[src/rtl/lb_pkg.sv]
package lb_pkg;
  typedef enum logic [1:0] {
    LB_FREE  = 2'd0,
    LB_WAIT  = 2'd1,
    LB_READY = 2'd2,
    LB_MEM   = 2'd3
  } lb_state_e;
endpackage

[src/rtl/lb_entry.sv]
module lb_entry
  import lb_pkg::*;
#(
  parameter int TAG_W   = 4,
  parameter int DATA_W  = 16,
  parameter int OFF_W   = 16,
  parameter int MEM_LAT = 2
) (
  input  logic              clk,
  input  logic              rst_n,
  input  logic              alloc_i,
  input  logic [TAG_W-1:0]  tag_i,
  input  logic [DATA_W-1:0] val_i,
  input  logic [OFF_W-1:0]  off_i,
  input  logic [TAG_W-1:0]  cdb_tag_i,
  input  logic [DATA_W-1:0] cdb_data_i,
  input  logic              issue_i,
  output logic              busy_o,
  output logic              ready_o,
  output logic [DATA_W-1:0] val_o,
  output logic [OFF_W-1:0]  off_o,
  output logic              done_o
);
  localparam int SH_W = MEM_LAT + 1;

  lb_state_e         state_q;
  logic [TAG_W-1:0]  tag_q;
  logic [DATA_W-1:0] val_q;
  logic [OFF_W-1:0]  off_q;
  logic [SH_W-1:0]   shift_q;

  // named events for the checks
  logic snoop_hit;
  logic alloc_bypass;
  logic alloc_ready;

  assign snoop_hit    = (state_q == LB_WAIT) && (tag_q == cdb_tag_i);
  assign alloc_bypass = (tag_i != '0) && (tag_i == cdb_tag_i);
  assign alloc_ready  = (tag_i == '0) || alloc_bypass;

  always_ff @(posedge clk) begin
    if (!rst_n) begin
      state_q <= LB_FREE;
      tag_q   <= '0;
      val_q   <= '0;
      off_q   <= '0;
      shift_q <= '0;
    end else begin
      unique case (state_q)
        LB_FREE: begin
          if (alloc_i) begin
            tag_q   <= alloc_bypass ? '0 : tag_i;
            val_q   <= alloc_bypass ? cdb_data_i : val_i;
            off_q   <= off_i;
            state_q <= alloc_ready ? LB_READY : LB_WAIT;
          end
        end
        LB_WAIT: begin
          if (snoop_hit) begin
            tag_q   <= '0;
            val_q   <= cdb_data_i;
            state_q <= LB_READY;
          end
        end
        LB_READY: begin
          if (issue_i) begin
            shift_q <= SH_W'(1);
            state_q <= LB_MEM;
          end
        end
        LB_MEM: begin
          if (shift_q[MEM_LAT]) begin
            shift_q <= '0;
            state_q <= LB_FREE;
          end else begin
            shift_q <= shift_q << 1;
          end
        end
        default: state_q <= LB_FREE;
      endcase
    end
  end

  assign busy_o  = (state_q != LB_FREE);
  assign ready_o = (state_q == LB_READY);
  assign val_o   = val_q;
  assign off_o   = off_q;
  assign done_o  = (state_q == LB_MEM) && shift_q[MEM_LAT];


  wake_capture_chk: assert property (@(posedge clk) disable iff (!rst_n)
    snoop_hit |=> (ready_o && val_o == $past(cdb_data_i)));


  issue_only_ready_chk: assert property (@(posedge clk) disable iff (!rst_n)
    issue_i |-> ready_o);


  done_frees_chk: assert property (@(posedge clk) disable iff (!rst_n)
    done_o |=> !busy_o);


  wait_holds_chk: assert property (@(posedge clk) disable iff (!rst_n)
    (state_q == LB_WAIT && !snoop_hit) |=> !ready_o);
endmodule

[src/rtl/lb_alloc.sv]
module lb_alloc #(
  parameter int N_ENTRY = 4,
  parameter int IDX_W   = 3
) (
  input  logic               clk,
  input  logic               rst_n,
  input  logic               sel_i,
  input  logic [N_ENTRY-1:0] busy_i,
  output logic               ok_o,
  output logic [IDX_W-1:0]   slot_o,
  output logic [N_ENTRY-1:0] alloc_oh_o
);
  logic [N_ENTRY-1:0] free_oh;
  logic [IDX_W-1:0]   free_idx;
  logic [IDX_W-1:0]   hold_q;

  function automatic logic [N_ENTRY-1:0] lowest_clear(input logic [N_ENTRY-1:0] v);
    logic [N_ENTRY-1:0] r;
    r = '0;
    for (int i = N_ENTRY - 1; i >= 0; i--) begin
      if (!v[i]) r = N_ENTRY'(1) << i;
    end
    return r;
  endfunction

  function automatic logic [IDX_W-1:0] slot_of(input logic [N_ENTRY-1:0] oh);
    logic [IDX_W-1:0] r;
    r = '0;
    for (int i = 0; i < N_ENTRY; i++) begin
      if (oh[i]) r = IDX_W'(i + 1);
    end
    return r;
  endfunction

  assign free_oh  = lowest_clear(busy_i);
  assign free_idx = slot_of(free_oh);
  assign ok_o     = ~&busy_i;

  always_ff @(posedge clk) begin
    if (!rst_n) hold_q <= IDX_W'(1);
    else if (ok_o) hold_q <= free_idx;
  end

  assign slot_o = ok_o ? free_idx : hold_q;

  genvar g;
  generate
    for (g = 0; g < N_ENTRY; g++) begin : g_dec
      assign alloc_oh_o[g] = sel_i && ok_o && free_oh[g];
    end
  endgenerate


  alloc_into_free_chk: assert property (@(posedge clk) disable iff (!rst_n)
    (alloc_oh_o != '0) |=> ((busy_i & $past(alloc_oh_o)) == $past(alloc_oh_o)));


  hold_slot_chk: assert property (@(posedge clk) disable iff (!rst_n)
    !ok_o |=> (ok_o || $stable(slot_o)));
endmodule

[src/rtl/lb_issue.sv]
module lb_issue #(
  parameter int N_ENTRY = 4,
  parameter int DATA_W  = 16,
  parameter int OFF_W   = 16,
  parameter int ADDR_W  = 16
) (
  input  logic                           clk,
  input  logic                           rst_n,
  input  logic [N_ENTRY-1:0]             ready_i,
  input  logic [N_ENTRY-1:0][DATA_W-1:0] val_i,
  input  logic [N_ENTRY-1:0][OFF_W-1:0]  off_i,
  input  logic                           grant_i,
  output logic                           req_o,
  output logic [N_ENTRY-1:0]             issue_oh_o,
  output logic                           mem_read_o,
  output logic [ADDR_W-1:0]              mem_raddr_o
);
  logic [N_ENTRY-1:0] win_oh;
  logic [DATA_W-1:0]  win_val;
  logic [OFF_W-1:0]   win_off;
  logic               fire;
  logic               rd_q;
  logic [ADDR_W-1:0]  addr_q;

  function automatic logic [ADDR_W-1:0] eff_addr(input logic [DATA_W-1:0] base,
                                                  input logic [OFF_W-1:0]  off);
    return ADDR_W'(base) + ADDR_W'(off);
  endfunction

  always_comb begin
    logic found;
    found  = 1'b0;
    win_oh = '0;
    for (int i = 0; i < N_ENTRY; i++) begin
      if (ready_i[i] && !found) begin
        win_oh[i] = 1'b1;
        found     = 1'b1;
      end
    end
  end

  always_comb begin
    win_val = '0;
    win_off = '0;
    for (int i = 0; i < N_ENTRY; i++) begin
      win_val = win_val | (win_oh[i] ? val_i[i] : '0);
      win_off = win_off | (win_oh[i] ? off_i[i] : '0);
    end
  end

  assign req_o      = |ready_i;
  assign fire       = req_o && grant_i;
  assign issue_oh_o = fire ? win_oh : '0;

  always_ff @(posedge clk) begin
    if (!rst_n) begin
      rd_q   <= 1'b0;
      addr_q <= '0;
    end else begin
      rd_q <= fire;
      if (fire) addr_q <= eff_addr(win_val, win_off);
    end
  end

  assign mem_read_o  = rd_q;
  assign mem_raddr_o = addr_q;


  single_issue_chk: assert property (@(posedge clk) disable iff (!rst_n)
    $onehot0(issue_oh_o));


  read_after_grant_chk: assert property (@(posedge clk) disable iff (!rst_n)
    (req_o && grant_i) |=> mem_read_o);


  no_read_without_grant_chk: assert property (@(posedge clk) disable iff (!rst_n)
    !(req_o && grant_i) |=> !mem_read_o);
endmodule

[src/rtl/load_buffer.sv]
module load_buffer #(
  parameter int N_ENTRY = 4,
  parameter int TAG_W   = 4,
  parameter int DATA_W  = 16,
  parameter int OFF_W   = 16,
  parameter int ADDR_W  = 16,
  parameter int MEM_LAT = 2,
  parameter int IDX_W   = $clog2(N_ENTRY + 1)
) (
  input  logic              clk,
  input  logic              rst_n,
  input  logic              ld_valid,
  input  logic [TAG_W-1:0]  ld_tag,
  input  logic [DATA_W-1:0] ld_base,
  input  logic [OFF_W-1:0]  ld_imm,
  input  logic [TAG_W-1:0]  bus_tag,
  input  logic [DATA_W-1:0] bus_data,
  input  logic              arb_grant,
  output logic              can_accept,
  output logic [IDX_W-1:0]  next_slot,
  output logic              arb_req,
  output logic              rd_en,
  output logic [ADDR_W-1:0] rd_addr,
  output logic              rd_complete
);
  logic [N_ENTRY-1:0]             alloc_oh;
  logic [N_ENTRY-1:0]             issue_oh;
  logic [N_ENTRY-1:0]             busy_vec;
  logic [N_ENTRY-1:0]             ready_vec;
  logic [N_ENTRY-1:0]             done_vec;
  logic [N_ENTRY-1:0][DATA_W-1:0] val_vec;
  logic [N_ENTRY-1:0][OFF_W-1:0]  off_vec;

  lb_alloc #(.N_ENTRY(N_ENTRY), .IDX_W(IDX_W)) u_alloc (
    .clk        (clk),
    .rst_n      (rst_n),
    .sel_i      (ld_valid),
    .busy_i     (busy_vec),
    .ok_o       (can_accept),
    .slot_o     (next_slot),
    .alloc_oh_o (alloc_oh)
  );

  genvar g;
  generate
    for (g = 0; g < N_ENTRY; g++) begin : g_slot
      lb_entry #(
        .TAG_W(TAG_W), .DATA_W(DATA_W), .OFF_W(OFF_W), .MEM_LAT(MEM_LAT)
      ) u_entry (
        .clk        (clk),
        .rst_n      (rst_n),
        .alloc_i    (alloc_oh[g]),
        .tag_i      (ld_tag),
        .val_i      (ld_base),
        .off_i      (ld_imm),
        .cdb_tag_i  (bus_tag),
        .cdb_data_i (bus_data),
        .issue_i    (issue_oh[g]),
        .busy_o     (busy_vec[g]),
        .ready_o    (ready_vec[g]),
        .val_o      (val_vec[g]),
        .off_o      (off_vec[g]),
        .done_o     (done_vec[g])
      );
    end
  endgenerate

  lb_issue #(
    .N_ENTRY(N_ENTRY), .DATA_W(DATA_W), .OFF_W(OFF_W), .ADDR_W(ADDR_W)
  ) u_issue (
    .clk         (clk),
    .rst_n       (rst_n),
    .ready_i     (ready_vec),
    .val_i       (val_vec),
    .off_i       (off_vec),
    .grant_i     (arb_grant),
    .req_o       (arb_req),
    .issue_oh_o  (issue_oh),
    .mem_read_o  (rd_en),
    .mem_raddr_o (rd_addr)
  );

  assign rd_complete = |done_vec;


  full_ignores_offer_chk: assert property (@(posedge clk) disable iff (!rst_n)
    (!can_accept && ld_valid && done_vec == '0) |=> (busy_vec == $past(busy_vec)));


  slot_range_chk: assert property (@(posedge clk) disable iff (!rst_n)
    (next_slot >= IDX_W'(1)) && (next_slot <= IDX_W'(N_ENTRY)));


  req_needs_ready_chk: assert property (@(posedge clk) disable iff (!rst_n)
    arb_req |-> (ready_vec != '0));


  complete_one_slot_chk: assert property (@(posedge clk) disable iff (!rst_n)
    $onehot0(done_vec));
endmodule

[config.mk]
export PLATFORM = sky130hd
export DESIGN_NAME = load_buffer
export DESIGN_NICKNAME = d
export VERILOG_FILES = /design/src/rtl/lb_pkg.sv /design/src/rtl/lb_entry.sv /design/src/rtl/lb_alloc.sv /design/src/rtl/lb_issue.sv /design/src/rtl/load_buffer.sv
export SDC_FILE = /design/constraint.sdc
export NUM_CORES = 1
export LEC_CHECK = 0
export BUFFER_PORTS_ARGS = -buffer_cell sky130_fd_sc_hd__buf_4
export CAP_MARGIN = 10
export CORE_UTILIZATION = 45
export CTS_CLUSTER_DIAMETER = 200
export DETAILED_ROUTE_END_ITERATION = 8
export GPL_TIMING_DRIVEN = 0
export SLEW_MARGIN = 40
export SYNTH_ARGS = -nofsm -noshare
export SYNTH_HDL_FRONTEND = slang
export SYNTH_SLANG_ARGS = --single-unit
[constraint.sdc]
create_clock -name clk -period 10.43 [get_ports clk]
set_clock_uncertainty 0.1 [all_clocks]
set_input_delay 0.5215 -clock clk [delete_from_list [all_inputs] [get_ports clk]]
set_output_delay 0.5215 -clock clk [all_outputs]
set_load 0.02 [all_outputs]
* After elaboration in Yosys (flattened, before gate mapping)
Cells that the tools add are included.
Word-level totals: word-level logic and storage cells 206, memory bits (writable) 0, register bits 184, memories kept 0, output and inout bits 23, latch bits 0, bits in read-only memories 0
Cells by class: add/sub/neg operators 1, bitwise operators 6, $mul 0, shift-type cells 0, equal/unequal tests 33, reductions and logical operators 60, divide/modulo/power cells 0, muxes and demuxes 83, order comparisons 0
Operators by type and width (number):
- 16-bit two-way mux | 17
- 16-bit one-hot mux with 2 select lines | 4
- 16-bit OR | 6
- 4-bit two-way mux | 14
- 2-bit two-way mux | 19
- 2-bit one-hot mux with 4 select lines | 4
- 4-bit one-hot mux with 2 select lines | 4
- 3-bit two-way mux | 10
- 2-bit by 1-bit != test with 1-bit output (second input constant) | 12
- 3-bit one-hot mux with 2 select lines | 4
- 2-bit nonzero test | 12
- 4-bit == test | 5
- 4-bit AND reduction | 5
- 1-bit logical AND | 18
- 16-bit adder | 1
- 2-bit == test (second input constant) | 8
- 2-bit AND reduction | 8
- 3-bit AND reduction | 4
- 2-bit by 1-bit == test with 1-bit output (second input constant) | 4
- 2-bit zero test | 4
- 2-bit != test (second input constant) | 4
- 4-bit OR reduction | 2
- 1-bit two-way mux | 7
- 1-bit zero test | 4
- 3 further kinds | 3

* Longest topological paths before layout
Gate-level depths: netlist (run 1).
depth after elaboration 14, gate-level depth with buffers 17

* By module
Synthesis (run 1) repeated with hierarchy kept, for this count alone.
Unflattened totals: cells, all modules 1378, area total of the unflattened synthesis 12181.7 um^2
Modules (own cells, without submodules):
- lb_entry | instances 4, cells each 266, area an instance 2457.4 um^2, sequential area each 820.8 um^2
- lb_issue | instances 1, cells each 291, area an instance 2169.6 um^2, sequential area each 340.3 um^2
- lb_alloc | instances 1, cells each 22, area an instance 175.2 um^2, sequential area each 60.1 um^2
- load_buffer | instances 1, cells each 1, area an instance 7.5 um^2, sequential area each 0.0 um^2

* Worst setup path before layout (run 1)
Ideal clock, no wire load.
kind reg2reg, from register g_slot[0].u_entry.state_q[0], to register u_issue.addr_q[12] (netlist: u_issue.mem_raddr_o[12]), clock period less this slack 3.530 ns, arrival 3.370 ns, buffers on the path 1, setup slack 6.900 ns, stages on the path, launching flop included 15, data required time 10.269 ns, path through dfxtp_1 > inv_1 > ha_1 > nor4b_1 > clkbuf_1 > a221o_1 > ha_1 > inv_1 > fa_1 > nor2b_1 > o31a_1 > o31a_1 > o211ai_1 > a2111oi_0 > a311o_1
Between the ends: word-level cells in the longest chain between the ends 14
RTL lines:
- start, declared | line lb_entry.sv:26 | lb_state_e state_q;
- start signal, assigned | line lb_entry.sv:55 | state_q <= alloc_ready ? LB_READY : LB_WAIT;
- 2-bit == test * | line lb_entry.sv:85 | assign ready_o = (state_q == LB_READY);
- 1-bit two-way mux | line lb_issue.sv:35 | if (ready_i[i] && !found) begin
- 1-bit zero test | line lb_issue.sv:35
- 1-bit logical AND | line lb_issue.sv:35
- 1-bit two-way mux | line lb_issue.sv:35
- 1-bit zero test | line lb_issue.sv:35
- 1-bit logical AND | line lb_issue.sv:35
- 1-bit two-way mux | line lb_issue.sv:35
- 1-bit zero test | line lb_issue.sv:35
- 1-bit logical AND | line lb_issue.sv:35
- 1-bit two-way mux | line lb_issue.sv:35
- 16-bit two-way mux (on tied branches) | line lb_issue.sv:46, lb_issue.sv:47
- 16-bit OR (on tied branches) | line lb_issue.sv:46, lb_issue.sv:47
- 16-bit adder | line lb_issue.sv:27 | return ADDR_W'(base) + ADDR_W'(off);
- end signal, assigned | line lb_issue.sv:61 | if (fire) addr_q <= eff_addr(win_val, win_off);
- end, declared | line lb_issue.sv:23 | logic [ADDR_W-1:0] addr_q;
Every way passes the cells marked *; elsewhere a longest branch is shown, timed or not. A chain may end at the register's enable or synchronous reset.

* Final worst setup path (run 1)
from register g_slot[2].u_entry.state_q[0], to register u_issue.addr_q[12] (netlist: u_issue.mem_raddr_o[12])
Between the ends: word-level cells in the longest chain between the ends 9
RTL lines (line):
- start, declared | lb_entry.sv:26
- start signal, assigned | lb_entry.sv:55
- 2-bit == test * | lb_entry.sv:85
- 1-bit logical AND | lb_issue.sv:35
- 1-bit two-way mux | lb_issue.sv:35
- 1-bit zero test | lb_issue.sv:35
- 1-bit logical AND | lb_issue.sv:35
- 1-bit two-way mux | lb_issue.sv:35
- 16-bit two-way mux (on tied branches) | lb_issue.sv:46, lb_issue.sv:47
- 16-bit OR (on tied branches) | lb_issue.sv:46, lb_issue.sv:47
- 16-bit adder | lb_issue.sv:27
Marks and branches as above.

==> out/summary.txt, run 1 <==
fin util = 53.0%
full die area = 0.0221 mm²
CTS Buf Count = 17
Fmax = 0.219 GHz
kind of critical path = reg2reg
hold slack final = 248 ps
pwr dens = 225 mW/mm²
largest net degree at the start of global routing = 17
synth unique cells = 65
Slew @ Worst Pin = 835 ps
Final Non-Filler Cells = 1576
Post-CTS Setup Bufs = 0
relative slew slack = 44.3%
Initial DRC Count = 642
CTS root buffer = clkbuf_16
Layout area overhead = 15.2%
clock sinks = 184
via count = 8956
net count after synthesis = 1285
drt first pass iters = 5
Avg Cell Area, Syn = 8.11 µm²
VDD IR-drop max = 0.127 mV
Cell Area, Synth = 0.00968 mm²
register clock-pin slew on the reported worst setup and hold paths = 70 ps
vias in the first global route = 8470
Max clock buf depth = 2
Synth area leader = dfxtp_1
CP startpoint kind = flip-flop
Final Max Slew Viols = 0
Area contributors post-synth = dfxtp_1 38%, nand2_1 9.0%, a21oi_1 6.8%
H-Tree Depth = 4
unrepaired setup endpoints after global routing = no
status = completed
max_cap viols = 0
share of cells above drive strength 1 = 12.8%
gpl congestion = 0.902
WL final = 30.2 mm
ant diodes = 0
top_reg_cell synth = dfxtp_1
nets = 1381
PortBufs = 77
worst skew pair latency = 440 ps
most frequent cells in the layout = 232 x nand2_1, 184 x dfxtp_1, 132 x a21oi_1
fin crit share = 43.7%
HPWL after DPL = 22.6 mm
initial core utilization = 46.0%
Pwr Total = 2.51 mW
Sum Neg Setup Slack = 0 ps
Min-Delay Path Class = in2reg
core area = 0.0210 mm²
Resize count post-CTS = 0
first-pass GRT wire length = 46.9 mm
antenna violations before repair = 0
number of synthesized flops with an enable pin = 0
Leak = 4.54 nW
Worst Path Required = 10710 ps
Overall Global Routing Usage = 28.1%
via/cell ratio = 5.68
Synth warnings = 0
Seq cells post-synth = 184
CTS Hold Bufs = 0
share of the synthesized area in the top cell type = 38.1%
# rows = 53
crit path max fanout = 10
# setup viols final = 0
IO Pins = 83
Worst Setup End Kind = flip-flop
final hold vios = 0
Die Ht = 149 µm
sequential fraction of the synthesis area = 38.1%
dpl cells = 1545
post-synthesis cell count = 1193
ANT nets after route = 0
CP arrival = 4840 ps
Avg WL per Cell = 19.2 µm
most common cell after layout, fill and taps aside = nand2_1
crit path time final = 4560 ps
Post-synth ARST share = 0%
die width = 149 µm
gr ovfl total = 0
DR DRC count = 0
Fillers = 2099
TritonCTS clock tree = built
flip-flops by register name (all words and copies together), names as in the netlist:
name / cells
g_slot.u_entry.off_o: 64
g_slot.u_entry.shift_q: 12
g_slot.u_entry.state_q: 8
g_slot.u_entry.tag_q: 16
g_slot.u_entry.val_o: 64
u_alloc.hold_q: 3
u_issue.mem_raddr_o: 16
u_issue.mem_read_o: 1
final cells by class:
class,instances,area (µm²),area share (%)
plain buffers,93,457,4.10
flip-flops and latches,184,3680,33.0
clock inverters,12,103,0.920
well taps,275,344,3.09
inverters,25,93.8,0.842
clock buffers,19,443,3.97
repair buffers,77,578,5.18
multi-input cells,891,5450,48.9
cells by family after synthesis:
| kind of cell | share of synthesized area [%] |
|---|---|
| AND/OR/NAND/NOR | 19.2 |
| AO/OA/AOI/OAI | 26.3 |
| flip-flops | 38.1 |
| buffers and inverters | 5.69 |
| adder cells (fa/ha/maj) | 4.22 |
| XOR/XNOR | 2.66 |
| multiplexers | 3.88 |
metal layers:
| layer | routed length (µm) | vias up | track usage [%] |
|---|---|---|---|
| li1 | - | 4416 | - |
| met1 | 13700 | 4251 | 37.4 |
| met2 | 14600 | 249 | 47.2 |
| met5 | 0 | - | 0 |
| met4 | 653 | 0 | 9.02 |
| met3 | 1300 | 40 | 3.28 |
power by group:
part           switching, mW  leakage, nW  total [mW]  internal [mW]
combinational          0.630         2.77       0.967          0.337
clock                  0.289        0.273       0.623          0.334
sequential            0.0816         1.49       0.925          0.843
total                   1.00         4.54        2.51           1.51
stage by stage:
stage / setup slack (ps) / area [µm²]
4_1_cts: 5950 / 11200
3_5_place_dp: 6010 / 10600
6_report: 5870 / 11200
3_3_place_gp: 5830 / 10600
5_1_grt: 5670 / 11200
2_1_floorplan: 6900 / 9680
Yosys cell counts (all sizes together) (3+ instances only):
master,instances
a211oi,9
a21o,6
a21oi,132
a221o,32
a22o,65
a22oi,8
a31oi,4
and2,9
and3,36
buf,33
clkbuf,60
dfxtp,184
ha,31
inv,25
mux2i,25
nand2,233
nand3,16
nand3b,3
nand4,6
nor2,85
nor2b,3
nor3,14
nor4,4
o211ai,6
o21a,4
o21ai,96
o21bai,3
o31a,3
o41ai,3
or2,4
or3,6
xnor2,12
xor2,14
critical path: stages, from the launching register on:
cell       delay, ps
dfxtp_1          330
inv_1            100
ha_1             240
clkbuf_1         570
clkbuf_1         520
and3_1           250
a21oi_1           50
nor2_1           120
a221o_1          160
ha_1             200
inv_1             60
fa_1             400
nor2b_1          180
o31a_1           240
o31a_1           200
o211ai_1         170
a2111oi_0        450
a311o_1          170
worst paths after layout:
| path | from | endpoint | slack, ps | cells after the start |
|---|---|---|---|---|
| setup / recovery | g_slot[2].u_entry.state_q[0] | u_issue.mem_raddr_o[12] | 5870 | 17 |
| hold / removal | ld_imm[6] | g_slot[2].u_entry.off_o[6] | 250 | 3 |
| setup reg to reg | g_slot[2].u_entry.state_q[0] | u_issue.mem_raddr_o[12] | 5870 | 17 |
| hold reg to reg | g_slot[2].u_entry.off_o[0] | g_slot[2].u_entry.off_o[0] | 350 | 2 |
Note: power is estimated with default switching activity, not from simulation.
==> inputs of run 2 (changes only) <==
==> constraint.sdc (replaced) <==
create_clock -name clk -period 4.6 [get_ports clk]
set_clock_uncertainty 0.1 [all_clocks]
set_input_delay 0.23 -clock clk [delete_from_list [all_inputs] [get_ports clk]]
set_output_delay 0.23 -clock clk [all_outputs]
set_load 0.02 [all_outputs]
==> out/summary.txt, run 2 (same netlist as run 1, synthesis figures left out) <==
Avg WL per Cell = 19.1 µm (-0.27%)
unrepaired setup endpoints after global routing = no
drt first pass iters = 5 (unchanged)
crit path time final = 4300 ps (-259 ps)
most frequent cells in the layout = 232 x nand2_1, 184 x dfxtp_1, 132 x a21oi_1
Worst Setup End Kind = flip-flop
# rows = 53 (unchanged)
Leak = 4.62 nW (+1.8%)
die width = 149 µm (unchanged)
Post-CTS Setup Bufs = 0 (unchanged)
Final Max Slew Viols = 0 (unchanged)
Min-Delay Path Class = in2reg
Worst Path Required = 4880 ps (-5830 ps)
Overall Global Routing Usage = 28.2% (+0.13 points)
worst skew pair latency = 440 ps (about the same)
most common cell after layout, fill and taps aside = nand2_1
Final WS setup = 299 ps (-5570 ps)
Max clock buf depth = 2 (unchanged)
WL final = 30.4 mm (+0.74%)
PortBufs = 77 (unchanged)
Worst path slowest cell = clkbuf_1
Initial DRC Count = 651 (+1.4%)
ant diodes = 0 (unchanged)
Slew @ Worst Pin = 859 ps (+24.0 ps)
gr ovfl total = 0 (unchanged)
core area = 0.0210 mm² (unchanged)
fin crit share = 93.5% (+50 points)
CP arrival = 4580 ps (-260 ps)
pre-CTS worst setup slack = 185 ps (-5830 ps)
antenna violations before repair = 0 (unchanged)
first-pass GRT wire length = 47.1 mm (+0.46%)
initial core utilization = 46.0% (unchanged)
max_cap viols = 0 (unchanged)
slowest stage delay, CP = 590 ps (+20 ps)
vias in the first global route = 8539 (+0.81%)
CP startpoint kind = flip-flop
# setup viols final = 0 (unchanged)
DR DRC count = 0 (unchanged)
gpl congestion = 0.902 (unchanged)
clock sinks = 184 (unchanged)
CTS root buffer = clkbuf_16
via count = 9035 (+0.88%)
nets = 1397 (+1.2%)
share of cells above drive strength 1 = 13.0% (+0.22 points)
ANT nets after route = 0 (unchanged)
Die Ht = 149 µm (unchanged)
H-Tree Depth = 4 (unchanged)
crit path max fanout = 10 (unchanged)
Sum Neg Setup Slack = 0 ps (unchanged)
TritonCTS clock tree = built
final hold vios = 0 (unchanged)
HPWL after DPL = 22.6 mm (unchanged)
via/cell ratio = 5.68 (-0.13%)
VDD IR-drop max = 0.288 mV (+130%)
relative slew slack = 42.7% (-1.6 points)
largest net degree at the start of global routing = 17 (unchanged)
kind of critical path = reg2reg
IO Pins = 83 (unchanged)
Layout area overhead = 17.0%
Fillers = 2094 (-0.24%)
register clock-pin slew on the reported worst setup and hold paths = 70 ps (about the same)
CTS Buf Count = 17 (unchanged)
full die area = 0.0221 mm² (unchanged)
pwr dens = 506 mW/mm² (+120%)
Fmax = 0.233 GHz (+6.0%)
status = completed
worst-path cell chain = ha_1 -> clkbuf_1 -> clkbuf_1 -> a21oi_1 -> nor2_1 -> a221o_1 -> ha_1 -> inv_1 -> fa_1 -> nor2b_1 -> o31a_1 -> o31a_1 -> o211ai_1 -> a2111oi_0 -> a311o_1
[run 2: metrics by stage]
| step | utilization (%) | power (mW) | std cells | cell area, µm² | hold slack [ps] |
|---|---|---|---|---|---|
| after floorplan | - | 3.56 | 1193 | 9680 | 266 |
| after detailed placement | 50.4 | 4.30 | 1545 | 10600 | 343 |
| final | 53.8 | 5.73 | 1592 | 11300 | 45.4 |
| after CTS | 53.8 | 5.72 | 1592 | 11300 | 45.0 |
| after global routing | 53.8 | 6.03 | 1592 | 11300 | 64.3 |
| after global placement | 50.4 | 4.27 | 1545 | 10600 | 337 |
[run 2: final cells by class]
type	instances	area, µm²	area share (%)
Timing Repair Buffer	93	738	6.52
Clock inverter	12	103	0.907
Tap cell	275	344	3.04
Sequential cell	184	3680	32.5
Buffer	93	463	4.09
Clock buffer	19	443	3.91
Multi-Input combinational cell	891	5450	48.1
Inverter	25	93.8	0.829
[run 2: per-layer routing]
| layer | track usage (%) | vias up | part of all wire, % |
|---|---|---|---|
| li1 | - | 4449 | - |
| met1 | 37.5 | 4300 | 46 |
| met2 | 47.6 | 245 | 48 |
| met3 | 3.28 | 41 | 3.9 |
| met4 | 9.02 | 0 | 2.2 |
| met5 | 0 | - | 0 |
[run 2: what timing repair did]
item,in CTS,in global routing
hold buffers,16,0
gates resized for setup,0,9
endpoints found under the setup margin,0,1
endpoints found under the hold margin,64,0
[run 2: where the power goes]
part | leakage [nW] | switching (mW) | internal [mW] | total [mW]
combinational | 2.86 | 1.43 | 0.775 | 2.21
clock | 0.273 | 0.661 | 0.757 | 1.42
sequential | 1.49 | 0.187 | 1.91 | 2.10
[run 2: critical path: cells and delay by family (launching register included)]
kind / cells / cell delay [ps]
buffers and inverters: 3 / 1050
flip-flops: 1 / 400
AO/OA/AOI/OAI: 7 / 1540
AND/OR/NAND/NOR: 2 / 290
adder cells (fa/ha/maj): 3 / 860
[run 2: worst paths after layout]
kind | start | endpoint | slack [ps] | cells past startpoint
setup / recovery | g_slot[1].u_entry.state_q[1] | u_issue.mem_raddr_o[12] | 300 | 15
hold / removal | bus_data[3] | g_slot[2].u_entry.val_o[3] | 50 | 4
setup reg to reg | g_slot[1].u_entry.state_q[1] | u_issue.mem_raddr_o[12] | 300 | 15
hold reg to reg | g_slot[2].u_entry.off_o[4] | g_slot[2].u_entry.off_o[4] | 350 | 2
==> inputs of run 3 (changes only) <==
--- a/config.mk
+++ b/config.mk
@@ -11,6 +11,7 @@
 export CTS_CLUSTER_DIAMETER = 200
 export DETAILED_ROUTE_END_ITERATION = 8
 export GPL_TIMING_DRIVEN = 0
+export PLACE_DENSITY = 0.64
 export SLEW_MARGIN = 40
 export SYNTH_ARGS = -nofsm -noshare
 export SYNTH_HDL_FRONTEND = slang
==> constraint.sdc (replaced) <==
create_clock -name clk -period 5.2 [get_ports clk]
set_clock_uncertainty 0.1 [all_clocks]
set_input_delay 0.26 -clock clk [delete_from_list [all_inputs] [get_ports clk]]
set_output_delay 0.26 -clock clk [all_outputs]
set_load 0.02 [all_outputs]
==> out/summary.txt, run 3 (same netlist as run 1, synthesis figures left out) <==
Die Ht = 149 µm (unchanged)
crit path time final = 4680 ps (+376 ps)
final hold vios = 0 (unchanged)
CTS Buf Count = 17 (unchanged)
first-pass GRT wire length = 46.1 mm (-2.1%)
ANT nets after route = 0 (unchanged)
most common cell after layout, fill and taps aside = nand2_1
Min-Delay Path Class = in2reg
status = completed
fin util = 53.9% (+0.10 points)
register clock-pin slew on the reported worst setup and hold paths = 70 ps (about the same)
vias in the first global route = 8489 (-0.59%)
r2r worst-path depth = 17 (+2)
nets = 1397 (unchanged)
kind of critical path = reg2reg
Crit. Startpoint = g_slot[2].u_entry.state_q[0]
fin crit share = 89.9% (-3.6 points)
ant diodes = 0 (unchanged)
IO Pins = 83 (unchanged)
H-Tree Depth = 4 (unchanged)
Final Max Slew Viols = 0 (unchanged)
max_cap viols = 0 (unchanged)
drt first pass iters = 5 (unchanged)
worst r2r dst = u_issue.mem_raddr_o[12]
r2r setup slk = 520 ps (+220 ps)
unrepaired setup endpoints after global routing = no
TritonCTS clock tree = built
hold_sp = bus_data[0]
HPWL after DPL = 22.2 mm (-1.8%)
largest net degree at the start of global routing = 17 (unchanged)
Worst path slowest cell = clkbuf_1
Worst Path Required = 5480 ps (+600 ps)
Avg WL per Cell = 18.7 µm (-2.1%)
most frequent cells in the layout = 232 x nand2_1, 184 x dfxtp_1, 132 x a21oi_1
# setup viols final = 0 (unchanged)
WL final = 29.8 mm (-2.0%)
beginning of the worst register-to-register path = g_slot[2].u_entry.state_q[0]
worst-path cell chain = inv_1 -> ha_1 -> clkbuf_1 -> clkbuf_1 -> and3_1 -> a21oi_1 -> nor2_1 -> a221o_1 -> ha_1 -> inv_1 -> fa_1 -> nor2b_1 -> o31a_1 -> o31a_1 -> o211ai_1 -> a2111oi_0 -> a311o_1
Layout area overhead = 17.2%
via count = 9146 (+1.2%)
Slew @ Worst Pin = 825 ps (-33.7 ps)
core area = 0.0210 mm² (unchanged)
via/cell ratio = 5.74 (+1.2%)
Overall Global Routing Usage = 27.4% (-0.83 points)
Leak = 4.60 nW (-0.45%)
# rows = 53 (unchanged)
PortBufs = 77 (unchanged)
CTS root buffer = clkbuf_16
DR DRC count = 0 (unchanged)
Worst Path Buf+Inv = 4 (+1)
Fmax = 0.214 GHz (-8.0%)
CP startpoint kind = flip-flop
crit path max fanout = 10 (unchanged)
Resize count post-CTS = 0 (unchanged)
Worst Setup EP = u_issue.mem_raddr_o[12]
initial core utilization = 46.0% (unchanged)
final instance area = 0.0113 mm² (+0.19%)
die width = 149 µm (unchanged)
antenna violations before repair = 0 (unchanged)
gr ovfl total = 0 (unchanged)
CP arrival = 4960 ps (+380 ps)
Max clock buf depth = 2 (unchanged)
Sum Neg Setup Slack = 0 ps (unchanged)
clock sinks = 184 (unchanged)
worst skew pair latency = 440 ps (about the same)
Initial DRC Count = 681 (+4.6%)
full die area = 0.0221 mm² (unchanged)
pwr dens = 447 mW/mm² (-12%)
Pwr Total = 5.07 mW (-11%)
Worst Setup End Kind = flip-flop
relative slew slack = 45.0% (+2.2 points)
critical path depth = 17 (+2)
share of cells above drive strength 1 = 12.7% (-0.24 points)
slowest stage delay, CP = 630 ps (+40 ps)
dpl cell area = 0.0106 mm² (unchanged)
VDD IR-drop max = 0.216 mV (-25%)
CP delay by family, top = compound AO/OA/AOI/OAI gates
gpl congestion = 0.895 (-0.80%)
==> run 3: cell count changes in the layout (fill, tap and decap cells not counted), sizes merged <==
cell / previous run / this run
buf: 109 / 110
clkinv: 8 / 5
clkbuf: 80 / 79
clkinvlp: 1 / 5
==> run 3: timing repair <==
action                    CTS  global route
buffers inserted            0             0
hold endpoints to repair   60             0
hold buffers               16             0
==> run 3: final cells by class <==
type,count,area [µm²]
well taps,275,344
fillers,2050,9680
clock buffers,19,453
plain buffers,93,457
flip-flops and latches,184,3680
clock inverters,13,120
repair buffers,93,738
inverters,25,93.8
multi-input cells,891,5450
==> run 3: per-layer routing <==
layer  track usage (%)  part of all wire, %  vias up  routed length (µm)
met3              3.90                  4.9       60                1460
li1                  -                    -     4475                   -
met4              9.85                  2.6        0                 790
met2              44.9                   47      279               13900
met1              36.6                   46     4332               13600
met5                 0                    0        -                   0
==> run 3: through the flow <==
step,std cells,hold WS [ps],worst slack [ps]
after floorplan,1193,296,1670
after global placement,1545,337,658
after detailed placement,1545,342,718
after CTS,1593,63.9,661
after global routing,1593,83.5,366
final,1593,73.1,523
==> run 3: how the worst min path moves through the flow <==
| stage | cells past startpoint | slack [ps] | end |
|---|---|---|---|
| after floorplan | 2 | 300 | g_slot[2].u_entry.off_o[0] |
| after global placement | 2 | 340 | g_slot[2].u_entry.off_o[13] |
| after detailed placement | 2 | 340 | g_slot[2].u_entry.off_o[13] |
| after CTS | 4 | 60 | g_slot[1].u_entry.val_o[0] |
| after global routing | 4 | 80 | g_slot[1].u_entry.val_o[0] |
| final | 4 | 70 | g_slot[2].u_entry.val_o[0] |
==> run 3: worst reg2reg max path, delay by kind of cell, from the launching register on <==
| family | cells | cell delay, ps |
|---|---|---|
| compound gates | 7 | 1470 |
| buf+inv | 4 | 1320 |
| fa+ha+maj | 3 | 810 |
| simple gates | 3 | 570 |
| flops | 1 | 330 |
==> run 3: power breakdown <==
part / switching, mW / internal [mW]
Combinational: 1.26 / 0.683
Sequential: 0.162 / 1.69
Clock: 0.587 / 0.688
